<file path="config.mk">
export PLATFORM = sky130hd
export DESIGN_NAME = lpr_round_unit
export DESIGN_NICKNAME = d
export VERILOG_FILES = /design/src/rtl/lpr_pkg.sv /design/src/rtl/lpr_lfsr.sv /design/src/rtl/lpr_round_core.sv /design/src/rtl/lpr_widen.sv /design/src/rtl/lpr_round_unit.sv
export SDC_FILE = /design/constraint.sdc
export NUM_CORES = 1
export LEC_CHECK = 0
export ABC_CLOCK_PERIOD_IN_PS = 18000
export BUFFER_PORTS_ARGS = -buffer_cell sky130_fd_sc_hd__buf_2
export CAP_MARGIN = 10
export CELL_PAD_IN_SITES_DETAIL_PLACEMENT = 0
export CELL_PAD_IN_SITES_GLOBAL_PLACEMENT = 2
export CORE_MARGIN = 8
export CORE_UTILIZATION = 39
export CTS_BUF_LIST = sky130_fd_sc_hd__clkbuf_16
export DETAILED_ROUTE_END_ITERATION = 12
export PLACE_DENSITY_LB_ADDON = 0.05
export SKIP_CTS_REPAIR_TIMING = 1
export SYNTH_ARGS = -nofsm -noshare
export SYNTH_HDL_FRONTEND = slang
export SYNTH_SLANG_ARGS = --single-unit
export TNS_END_PERCENT = 30
</file>
<file path="constraint.sdc">
create_clock -name clk -period 18 [get_ports clk]
set_input_delay 0.9 -clock clk [delete_from_list [all_inputs] [get_ports clk]]
set_output_delay 0.9 -clock clk [all_outputs]
set_load 0.005 [all_outputs]
</file>
<file path="src/rtl/lpr_pkg.sv">
package lpr_pkg;
   localparam int SRC_W      = 32;
   localparam int SRC_EXP_W  = 8;
   localparam int SRC_MANT_W = 23;
   localparam int SRC_BIAS   = 127;
   localparam int ENC_W      = 16;
   localparam int RND_W      = 32;
   localparam int IDX_W      = 5;
   localparam int HALF_EXP_W  = 5;
   localparam int HALF_MANT_W = 10;
   localparam int BF_EXP_W    = 8;
   localparam int BF_MANT_W   = 7;
   localparam int N_FMT       = 2;

   localparam logic [2:0] RM_NEAR  = 3'd0;
   localparam logic [2:0] RM_UP    = 3'd1;
   localparam logic [2:0] RM_DOWN  = 3'd2;
   localparam logic [2:0] RM_ZERO  = 3'd3;
   localparam logic [2:0] RM_STOCH = 3'd4;

   localparam logic [RND_W-1:0] LFSR_TAPS = 32'h8020_0003;
endpackage

</file>
<file path="src/rtl/lpr_lfsr.sv">
module lpr_lfsr
   import lpr_pkg::*;
#(
   parameter int                W    = RND_W,
   parameter logic [RND_W-1:0]  SEED = 32'hACE1_2024
) (
   input  logic         clk,
   input  logic         rst_n,
   input  logic         adv_i,
   output logic [W-1:0] state_o
);
   if (W != RND_W) begin : g_bad_w
      $error("lpr_lfsr: width must match the random word");
   end
   if (SEED == '0) begin : g_bad_seed
      $error("lpr_lfsr: zero seed locks the register");
   end

   logic [W-1:0] st_q;

   always_ff @(posedge clk or negedge rst_n) begin
      if (!rst_n)     st_q <= SEED[W-1:0];
      else if (adv_i) st_q <= (st_q >> 1) ^ (st_q[0] ? LFSR_TAPS[W-1:0] : '0);
   end

   assign state_o = st_q;

   AST_LFSR_LIVE: assert property (@(posedge clk) disable iff (!rst_n)
      st_q != '0);
   AST_LFSR_HOLD: assert property (@(posedge clk) disable iff (!rst_n)
      !adv_i |=> $stable(st_q));
endmodule

</file>
<file path="src/rtl/lpr_round_core.sv">
module lpr_round_core
   import lpr_pkg::*;
#(
   parameter int EXP_W  = HALF_EXP_W,
   parameter int MANT_W = HALF_MANT_W
) (
   input  logic [SRC_W-1:0] src_i,
   input  logic [2:0]       mode_i,
   input  logic             sub_en_i,
   input  logic             flip_en_i,
   input  logic [RND_W-1:0] rnd_i,
   input  logic [IDX_W-1:0] idx_i,
   output logic [ENC_W-1:0] enc_o
);
   localparam int BIAS    = (1 << (EXP_W - 1)) - 1;
   localparam int EXP_ALL = (1 << EXP_W) - 1;
   localparam int DROP    = SRC_MANT_W - MANT_W;
   localparam int EXT_W   = SRC_MANT_W + 1 + RND_W;
   localparam int SH_W    = $clog2(EXT_W + 1);
   localparam logic signed [11:0] BIAS_S  = 12'(BIAS);
   localparam logic signed [11:0] EALL_S  = 12'(EXP_ALL);
   localparam logic signed [11:0] DROP_S  = 12'(DROP);
   localparam logic signed [11:0] SRCB_S  = 12'(SRC_BIAS);
   localparam logic signed [11:0] EXT_S   = 12'(EXT_W);

   if (1 + EXP_W + MANT_W != ENC_W) begin : g_bad_fmt
      $error("lpr_round_core: format does not fill the encoding");
   end
   if (MANT_W >= (1 << IDX_W) || DROP < 1) begin : g_bad_mant
      $error("lpr_round_core: fraction width out of range");
   end

   logic                    sgn;
   logic [SRC_EXP_W-1:0]    e8;
   logic [SRC_MANT_W-1:0]   f23;
   logic [SRC_MANT_W:0]     sig;
   logic signed [11:0]      te, texp, shw, rexp;
   logic [SH_W-1:0]         sh;
   logic [EXT_W-1:0]        ext, val;
   logic [MANT_W:0]         kept;
   logic [RND_W-1:0]        disc;
   logic                    lost, inexact, up, to_max;
   logic [MANT_W+1:0]       rsum;
   logic [MANT_W-1:0]       mant, mfin, fmask;
   logic [IDX_W-1:0]        fidx;

   // alignment: place the kept LSB just above a 32-bit discard window
   always_comb begin
      sgn  = src_i[SRC_W-1];
      e8   = src_i[SRC_W-2 -: SRC_EXP_W];
      f23  = src_i[SRC_MANT_W-1:0];
      sig  = {|e8, f23};
      te   = $signed({4'b0, (e8 == '0) ? 8'd1 : e8}) - SRCB_S + BIAS_S;
      texp = (te < 12'sd1) ? 12'sd1 : te;
      shw  = DROP_S + ((te < 12'sd1) ? (12'sd1 - te) : 12'sd0);
      sh   = (shw > EXT_S) ? SH_W'(EXT_W) : shw[SH_W-1:0];
      ext  = {sig, {RND_W{1'b0}}};
      val  = ext >> sh;
      lost = |(ext & ~({EXT_W{1'b1}} << sh));
      kept = val[RND_W +: MANT_W+1];
      disc = val[RND_W-1:0];
      inexact = (|disc) | lost;
   end

   // rounding decision
   always_comb begin
      case (mode_i)
         RM_UP:    up = inexact & ~sgn;
         RM_DOWN:  up = inexact & sgn;
         RM_ZERO:  up = 1'b0;
         RM_STOCH: up = disc > rnd_i;
         default:  up = disc[RND_W-1] & ((|disc[RND_W-2:0]) | lost | kept[0]);
      endcase
      to_max = (mode_i == RM_ZERO) || (mode_i == RM_UP && sgn) || (mode_i == RM_DOWN && !sgn);
   end

   // increment, renormalise, specials, fault and flush
   always_comb begin
      rsum = {1'b0, kept} + {{(MANT_W+1){1'b0}}, up};
      if (rsum[MANT_W+1]) begin
         rexp = texp + 12'sd1;
         mant = '0;
      end else if (rsum[MANT_W]) begin
         rexp = texp;
         mant = rsum[MANT_W-1:0];
      end else begin
         rexp = 12'sd0;
         mant = rsum[MANT_W-1:0];
      end
      fidx  = idx_i % IDX_W'(MANT_W);
      fmask = {{(MANT_W-1){1'b0}}, 1'b1} << fidx;
      mfin  = mant ^ (flip_en_i ? fmask : '0);
      if (!sub_en_i && rexp == 12'sd0) mfin = '0;

      if (&e8) begin
         if (|f23) enc_o = {sgn, {EXP_W{1'b1}}, 1'b1, {(MANT_W-1){1'b0}}};
         else      enc_o = {sgn, {EXP_W{1'b1}}, {MANT_W{1'b0}}};
      end else if (rexp >= EALL_S) begin
         if (to_max) enc_o = {sgn, {(EXP_W-1){1'b1}}, 1'b0, {MANT_W{1'b1}}};
         else        enc_o = {sgn, {EXP_W{1'b1}}, {MANT_W{1'b0}}};
      end else begin
         enc_o = {sgn, rexp[EXP_W-1:0], mfin};
      end
   end

   always_comb begin
      if (!(&e8) && sig == '0 && !flip_en_i)
         AST_ZERO_SIGN: assert (enc_o == {sgn, {(ENC_W-1){1'b0}}});
   end
endmodule

</file>
<file path="src/rtl/lpr_widen.sv">
module lpr_widen
   import lpr_pkg::*;
(
   input  logic [ENC_W-1:0] enc_i,
   input  logic             bf16_i,
   output logic [SRC_W-1:0] wide_o
);
   localparam int HM     = HALF_MANT_W;
   localparam int HE     = HALF_EXP_W;
   localparam int PAD    = SRC_MANT_W - HM;
   localparam int REBIAS = SRC_BIAS - ((1 << (HE - 1)) - 1);
   localparam int SUBOFF = REBIAS - HM + 1;

   logic          hs;
   logic [HE-1:0] he;
   logic [HM-1:0] hm;
   logic [4:0]    pos;
   logic [SRC_MANT_W:0] norm;

   always_comb begin
      hs  = enc_i[ENC_W-1];
      he  = enc_i[ENC_W-2 -: HE];
      hm  = enc_i[HM-1:0];
      pos = '0;
      for (int i = 0; i < HM; i++) if (hm[i]) pos = 5'(i);
      norm = (SRC_MANT_W+1)'(hm) << (5'(SRC_MANT_W) - pos);
      if (bf16_i)
         wide_o = {enc_i, {(SRC_W-ENC_W){1'b0}}};
      else if (&he)
         wide_o = {hs, {SRC_EXP_W{1'b1}}, hm, {PAD{1'b0}}};
      else if (he == '0) begin
         if (hm == '0) wide_o = {hs, {(SRC_W-1){1'b0}}};
         else          wide_o = {hs, 8'(SUBOFF) + {3'b0, pos}, norm[SRC_MANT_W-1:0]};
      end else
         wide_o = {hs, {3'b0, he} + 8'(REBIAS), hm, {PAD{1'b0}}};
   end
endmodule

</file>
<file path="src/rtl/lpr_round_unit.sv">
module lpr_round_unit
   import lpr_pkg::*;
#(
   parameter logic [RND_W-1:0] SEED = 32'hACE1_2024
) (
   input  logic        clk,
   input  logic        rst_n,
   input  logic        in_valid,
   input  logic [31:0] in_data,
   input  logic        fmt_sel,
   input  logic [2:0]  rnd_mode,
   input  logic        sub_en,
   input  logic        flip_en,
   output logic        out_valid,
   output logic [15:0] out_enc,
   output logic [31:0] out_wide
);
   logic [RND_W-1:0] rnd;
   logic [ENC_W-1:0] enc_fmt [N_FMT];
   logic [ENC_W-1:0] enc_sel;
   logic [SRC_W-1:0] wide_sel;
   logic             fmt_q, sub_q;

   lpr_lfsr #(.W(RND_W), .SEED(SEED)) u_lfsr (
      .clk(clk), .rst_n(rst_n), .adv_i(in_valid), .state_o(rnd)
   );

   for (genvar g = 0; g < N_FMT; g++) begin : g_fmt
      localparam int EW = (g == 0) ? HALF_EXP_W  : BF_EXP_W;
      localparam int MW = (g == 0) ? HALF_MANT_W : BF_MANT_W;
      lpr_round_core #(.EXP_W(EW), .MANT_W(MW)) u_core (
         .src_i(in_data), .mode_i(rnd_mode), .sub_en_i(sub_en),
         .flip_en_i(flip_en), .rnd_i(rnd), .idx_i(rnd[RND_W-1 -: IDX_W]),
         .enc_o(enc_fmt[g])
      );
   end

   assign enc_sel = enc_fmt[fmt_sel];

   lpr_widen u_widen (.enc_i(enc_sel), .bf16_i(fmt_sel), .wide_o(wide_sel));

   always_ff @(posedge clk or negedge rst_n) begin
      if (!rst_n) begin
         out_valid <= 1'b0;
         out_enc   <= '0;
         out_wide  <= '0;
         fmt_q     <= 1'b0;
         sub_q     <= 1'b0;
      end else begin
         out_valid <= in_valid;
         if (in_valid) begin
            out_enc  <= enc_sel;
            out_wide <= wide_sel;
            fmt_q    <= fmt_sel;
            sub_q    <= sub_en;
         end
      end
   end

   AST_VALID_NEXT: assert property (@(posedge clk) disable iff (!rst_n)
      in_valid |=> out_valid);
   AST_IDLE_HOLD: assert property (@(posedge clk) disable iff (!rst_n)
      !in_valid |=> !out_valid && $stable(out_enc) && $stable(out_wide));
   AST_BF16_WIDE: assert property (@(posedge clk) disable iff (!rst_n)
      out_valid && fmt_q |-> out_wide == {out_enc, 16'h0000});
   AST_FLUSH_HALF: assert property (@(posedge clk) disable iff (!rst_n)
      out_valid && !sub_q && !fmt_q && out_enc[14:10] == 5'd0 |-> out_enc[9:0] == 10'd0);
   AST_FLUSH_BF16: assert property (@(posedge clk) disable iff (!rst_n)
      out_valid && !sub_q && fmt_q && out_enc[14:7] == 8'd0 |-> out_enc[6:0] == 7'd0);
   AST_NAN_QUIET: assert property (@(posedge clk) disable iff (!rst_n)
      out_valid && !fmt_q && (&out_enc[14:10]) && (|out_enc[9:0]) |-> out_enc[9]);
endmodule

</file>
Word-level counts from Yosys, hierarchy flattened
Cells that the tools add are included.

storage, ports and cells
  logic and storage cells = 128
  output and inout bits = 49
  input bits = 41
  register bits after elaboration = 81

operators by class
  divide/modulo/power cells = 2
  add/subtract/negate cells = 14
  bitwise logic cells = 21
  equality and inequality tests = 4
  shifts and indexed selects = 7
  multiplexer cells = 44
  reduce and logical (&&, ||, !) cells = 23
  order comparisons = 9

operators with widths
  operator                 count
  $mux W31                 4
  $and A56 B56 Y56         2
  $not A56 Y56             2
  $reduce_or A56 Y1        2
  $shl A56 B6 Y56 const A  2
  $mux W12                 8
  $mux W15                 5
  $gt A32 B32 Y1           2
  $reduce_or A32 Y1        2
  $reduce_or A31 Y1        2
  $shr A56 B6 Y40          1
  $shr A56 B6 Y43          1
  $mux W10                 4
  $mux W16                 2
  $mux W32                 1
  $xor A31 B32 Y32         1
  $mux W7                  4
  $add A12 B2 Y12 const B  2
  $gt A12 B7 Y1 const B    2
  $logic_not A12 Y1        2
  $lt A12 B2 Y1 const B    2
  $sub A2 B12 Y12 const A  2
  $reduce_or A23 Y1        1
  $shl A10 B5 Y23          1
  other kinds (43)         67

Logic depth before layout (Yosys ltp)
  word-level depth = 43
  mapped depth = 64
  mapped depth without buffers = 56

Modules after synthesis
From an unflattened synthesis, not the netlist that was laid out.

unflattened totals
  cell total of the unflattened synthesis = 1835
  area, all modules = 14148.6 µm²

modules (own cells, without submodules)
  module                            area an instance (µm²)  cells each  sequential area each (µm²)  instances
  lpr_round_core (g_fmt[0].u_core)  5950.7                  919         0.0                         1
  lpr_round_core (g_fmt[1].u_core)  3742.3                  561         0.0                         1
  lpr_round_unit                    2080.7                  120         1226.2                      1
  lpr_lfsr                          1345.0                  73          814.5                       1
  lpr_widen                         1029.7                  162         0.0                         1

Least setup slack after synthesis
No wires, ideal clock.

  kind = input -> register
  start = input in_data[29]
  end = register out_wide[24]
  stages = 51
  path buffers = 10
  library setup time = 0.132 ns
  slack = 6.952 ns
  required time = 17.868 ns
  data arrival time = 10.916 ns
  path through = clkbuf_1 > or3_1 > o21a_1 > nand2_1 > inv_1 > clkbuf_1 > clkbuf_1 > ha_1 > clkbuf_1 > or4_4 > o22ai_2 > a21oi_2 > o21ai_1 > clkbuf_1 > clkbuf_1 > clkbuf_1 > buf_1 > o211ai_1 > (+15 left out) > o31a_1 > a221o_1 > or4b_4 > or3_4 > o31ai_2 > a31o_2 > o211a_1 > buf_6 > mux2i_1 > a21boi_2 > nand2b_1 > buf_2 > nor2_1 > inv_1 > ha_1 > nor3_1 > o311ai_1 > o21ai_1

between the ends
  cells in the longest elaborated chain, start to end = 42
  elaborated cells on any way between the ends = 96
  those cells by class = add/sub (13); order compare (8); shift (4); mux (37); bitwise (18); reduce/logical (16)

RTL lines
  what                                                                     line                  text
  start: declaration                                                       lpr_round_unit.sv:9   input logic [31:0] in_data,
  parallel branches: the longest is 25 deep, another holds $gt A32 B32 Y1  n/a
  $mux W15 (implied by the code) *                                         lpr_round_unit.sv:38  assign enc_sel = enc_fmt[fmt_sel];
  $mux W16 (implied by the code) * (2 in a row)                            lpr_round_unit.sv:38
  $mux W1                                                                  lpr_widen.sv:25       for (int i = 0; i < HM; i++) if (hm[i]) pos = 5'(i);
  $mux W2 (2 in a row)                                                     lpr_widen.sv:25
  $mux W3 (4 in a row)                                                     lpr_widen.sv:25
  $mux W4 (2 in a row)                                                     lpr_widen.sv:25
  $add A7 B4 Y8                                                            lpr_widen.sv:33       else wide_o = {hs, 8'(SUBOFF) + {3'b0, pos}, norm[SRC_MANT_W-1:0]};
  $mux W31                                                                 lpr_widen.sv:32       if (hm == '0) wide_o = {hs, {(SRC_W-1){1'b0}}};
  $mux W31                                                                 lpr_widen.sv:31       else if (he == '0) begin
  $mux W31                                                                 lpr_widen.sv:29       else if (&he)
  $mux W31 *                                                               lpr_widen.sv:27       if (bf16_i)
  end signal: assignment                                                   lpr_round_unit.sv:53  out_wide <= wide_sel;
  end: declaration                                                         lpr_round_unit.sv:16  output logic [31:0] out_wide

Mark *: on every way between the ends. The select of a mux whose other input is x is not followed.
A chain may end at the register's enable or synchronous reset.

Worst setup path after layout
  start = input in_data[26]
  end = register out_wide[24]

Same word-level chain as after synthesis.

==> reports/qor.csv <==
metric;value;unit
run_status;finished, final reports clean;
synth.distinct_cells;104;
dp.final_hpwl;39180;um
route.detailed.wl_per_inst;23.97;um
drt_wl_total;50800;um
postSynthCellCount;1716;
synth-edff-count;0;
total_number_of_vias;13520;
seq_area_frac_synth;16.87;%
finalCriticalPeriod;13.97;ns
worst_skew_pair.late_latency;0.35;ns
maximum_number_of_pins_on_one_net_before_global_route_repair;81;
pin_count;90;
die_width;191.1;um
post-route-cell-area;0.01289;mm2
startpoint_type;input port;
min-delay-path-class;reg2reg;
cts_num_sinks;80;
drc;0;
proportion_of_total_power_due_to_net_switching;49.82;%
worst_slack;4.033;ns
globalRouteTotalUtil;27.09;%
detailedPlace.worstSlack;3.927;ns
crit_family;simple AND/OR/NAND/NOR gates;
cts_tree;yes;
slowest_delay;1.00;ns
synth_area_per_cell;6.965;um2
cts.clk_slew.worst_paths;0.07;ns
worst-setup-path-type;in2reg;
ys_ff_latch;80;
setup-tns-final;0;ns
initial_antenna_violation_count;1;
final_min_period_over_clock_period;77.59;%
grt_pass1_wl;78020;um
max_slew_margin;21.09;%
place_area;0.01259;mm2
floorplan.die.height;191.1;um
drtAntennaViolNets;0;
synth.cell_area;0.01195;mm2
cts-root-to-sink-buffers;2;
timing.final.max_slew_violations;0;
critical_path.endpoint_type;register;
power.combinational.fraction;63.3;%
placement.io_buffers;89;
final-instance-count-excl-fill;2119;
cts-htree-levels;3;
worst-endpoint-arrival;14.18;ns
mappedNetlistNets;1837;
start_util;39.38;%
routabilityCongestion;0.9328;
overflow;0;
final-hold-violation-count;0;
clock_tree.root_cell;sky130_fd_sc_hd__clkbuf_16;
post_drt_via_cell_ratio;6.379;
async_reset_ff_share;100.0;%
maximum_fanout_along_the_worst_path;40;
placement_row_count;64;
power.density_cell_area;91.50;mW/mm2
cts_made_buffers;9;
die_area;0.03650;mm2
setup_violations;0;
vdd_ir_drop_max;0.00003738;V
tightestPinTransition;1.169;ns
detail_route.iter0.violations;1612;
timing.hold.ws;0.4739;ns
power.clock.fraction;15.7;%
diodes;0;
static_leakage;0.005426;uW
dp.cells;2103;
fmaxAchievable;0.07160;GHz
seq_power_share;20.9;%
fin_skew;0.008882;ns
rsz0062_at_grt;no;
final_nets;1839;
cell_internal_pwr;591.7;uW
number_of_global_route_vias_before_repair;12790;
core_area;0.03035;mm2
synth_top_flop_cell;sky130_fd_sc_hd__dfrtp_1;
synthToLayoutAreaGrowth;7.831;%
drt_pass1_iterations;5;
path_buf_inv;6;
share_of_cells_above_drive_strength_1;11.72;%
standard_cell_with_the_maximum_stage_delay_on_the_critical_path;sky130_fd_sc_hd__or4_1;
yosys_warnings;0;
critPathRequiredTime;18.22;ns
p_sw;587.5;uW
timing.max_cap.violations;0;
==> power groups by stage <==
stage	Clock, uW	Combinational [uW]	Sequential [uW]
6_report	186	746	247
2_1_floorplan	0	517	239
5_1_grt	199	821	253
3_5_place_dp	0	731	249
4_1_cts	192	734	247
3_3_place_gp	0	732	249
==> stage by stage <==
stage | utilization (%) | power, uW
global route | 42.46 | 1272
finish | 42.46 | 1179
detailed placement | 41.47 | 980.4
floorplan | - | 755.8
global placement | 41.47 | 981.6
CTS | 42.46 | 1173
==> sequential cells by signal, indices dropped and copies added (netlist names) <==
register and count:
out_enc 16, u_lfsr.state_o 32, out_wide 31, out_valid 1
==> layout make-up <==
class                   count  area [um2]
fillers                  3270       17460
multi-input cells        1443        9181
flip-flops and latches     80        2016
repair buffers            112       623.1
well taps                 396       495.5
inverters                  72       270.3
clock buffers               9       225.2
clock inverters             7       76.32
==> worst min-delay path, cell delays in order (launching register included) <==
cell,delay [ns]
sky130_fd_sc_hd__dfrtp_1,0.34
sky130_fd_sc_hd__nand2_1,0.04
sky130_fd_sc_hd__o21ai_0,0.06
==> kinds of logic (layout without fill, tap and decap cells) <==
| kind of cell | after synthesis | after routing | share of synthesized area (%) |
|---|---|---|---|
| fa+ha+maj | 82 | 82 | 8.543 |
| mux | 59 | 59 | 5.172 |
| other cells | 2 | 2 | 0.06284 |
| buf+inv | 193 | 200 | 6.522 |
| compound gates | 568 | 568 | 31.84 |
| xor+xnor | 45 | 45 | 3.298 |
| flops | 80 | 80 | 16.87 |
| simple gates | 687 | 687 | 27.70 |
==> cell usage after synthesis (all sizes together), types with 46 or more instances <==
cell	n	area share [%]
a21oi	139	5.9
clkbuf	92	2.9
dfrtp	69	14
ha	80	8.4
inv	72	2.3
mux2i	46	3.9
nand2	195	6.2
nand3	55	2.3
nor2	184	5.8
nor3	58	2.5
o21ai	148	6.3
==> layer usage <==
| metal | track usage (%) | wire length (um) | up-vias | share of wire, % |
|---|---|---|---|---|
| met5 | 0 | 12 | - | 0.024 |
| met4 | 9.029 | 1625 | 2 | 3.2 |
| met3 | 2.955 | 3502 | 91 | 6.9 |
| met2 | 40.44 | 21360 | 640 | 42 |
| met1 | 39.80 | 24300 | 6445 | 48 |
| li1 | - | - | 6339 | - |
==> placed cells by master, fill, tap and decap left out, drive strengths merged, types with 46 or more instances in the layout <==
cell type  instances
nand2            195
nor2             184
o21ai            148
a21oi            139
buf              112
ha                80
inv               75
dfrtp             69
nor3              58
nand3             55
mux2i             46
==> final timing paths <==
path                       depth (start not counted)            endpoint  slack, ns               start
max                                               47        out_wide[24]       4.03         in_data[26]
min                                                2  u_lfsr.state_o[24]       0.47  u_lfsr.state_o[25]
max reg2reg                                       42        out_wide[24]       8.69   u_lfsr.state_o[1]
min reg2reg                                        2  u_lfsr.state_o[24]       0.47  u_lfsr.state_o[25]
max in group asynchronous                          2        out_wide[27]      16.56               rst_n
min in group asynchronous                          1         out_wide[7]       0.49               rst_n
Note: power is estimated with default switching activity, not from simulation.
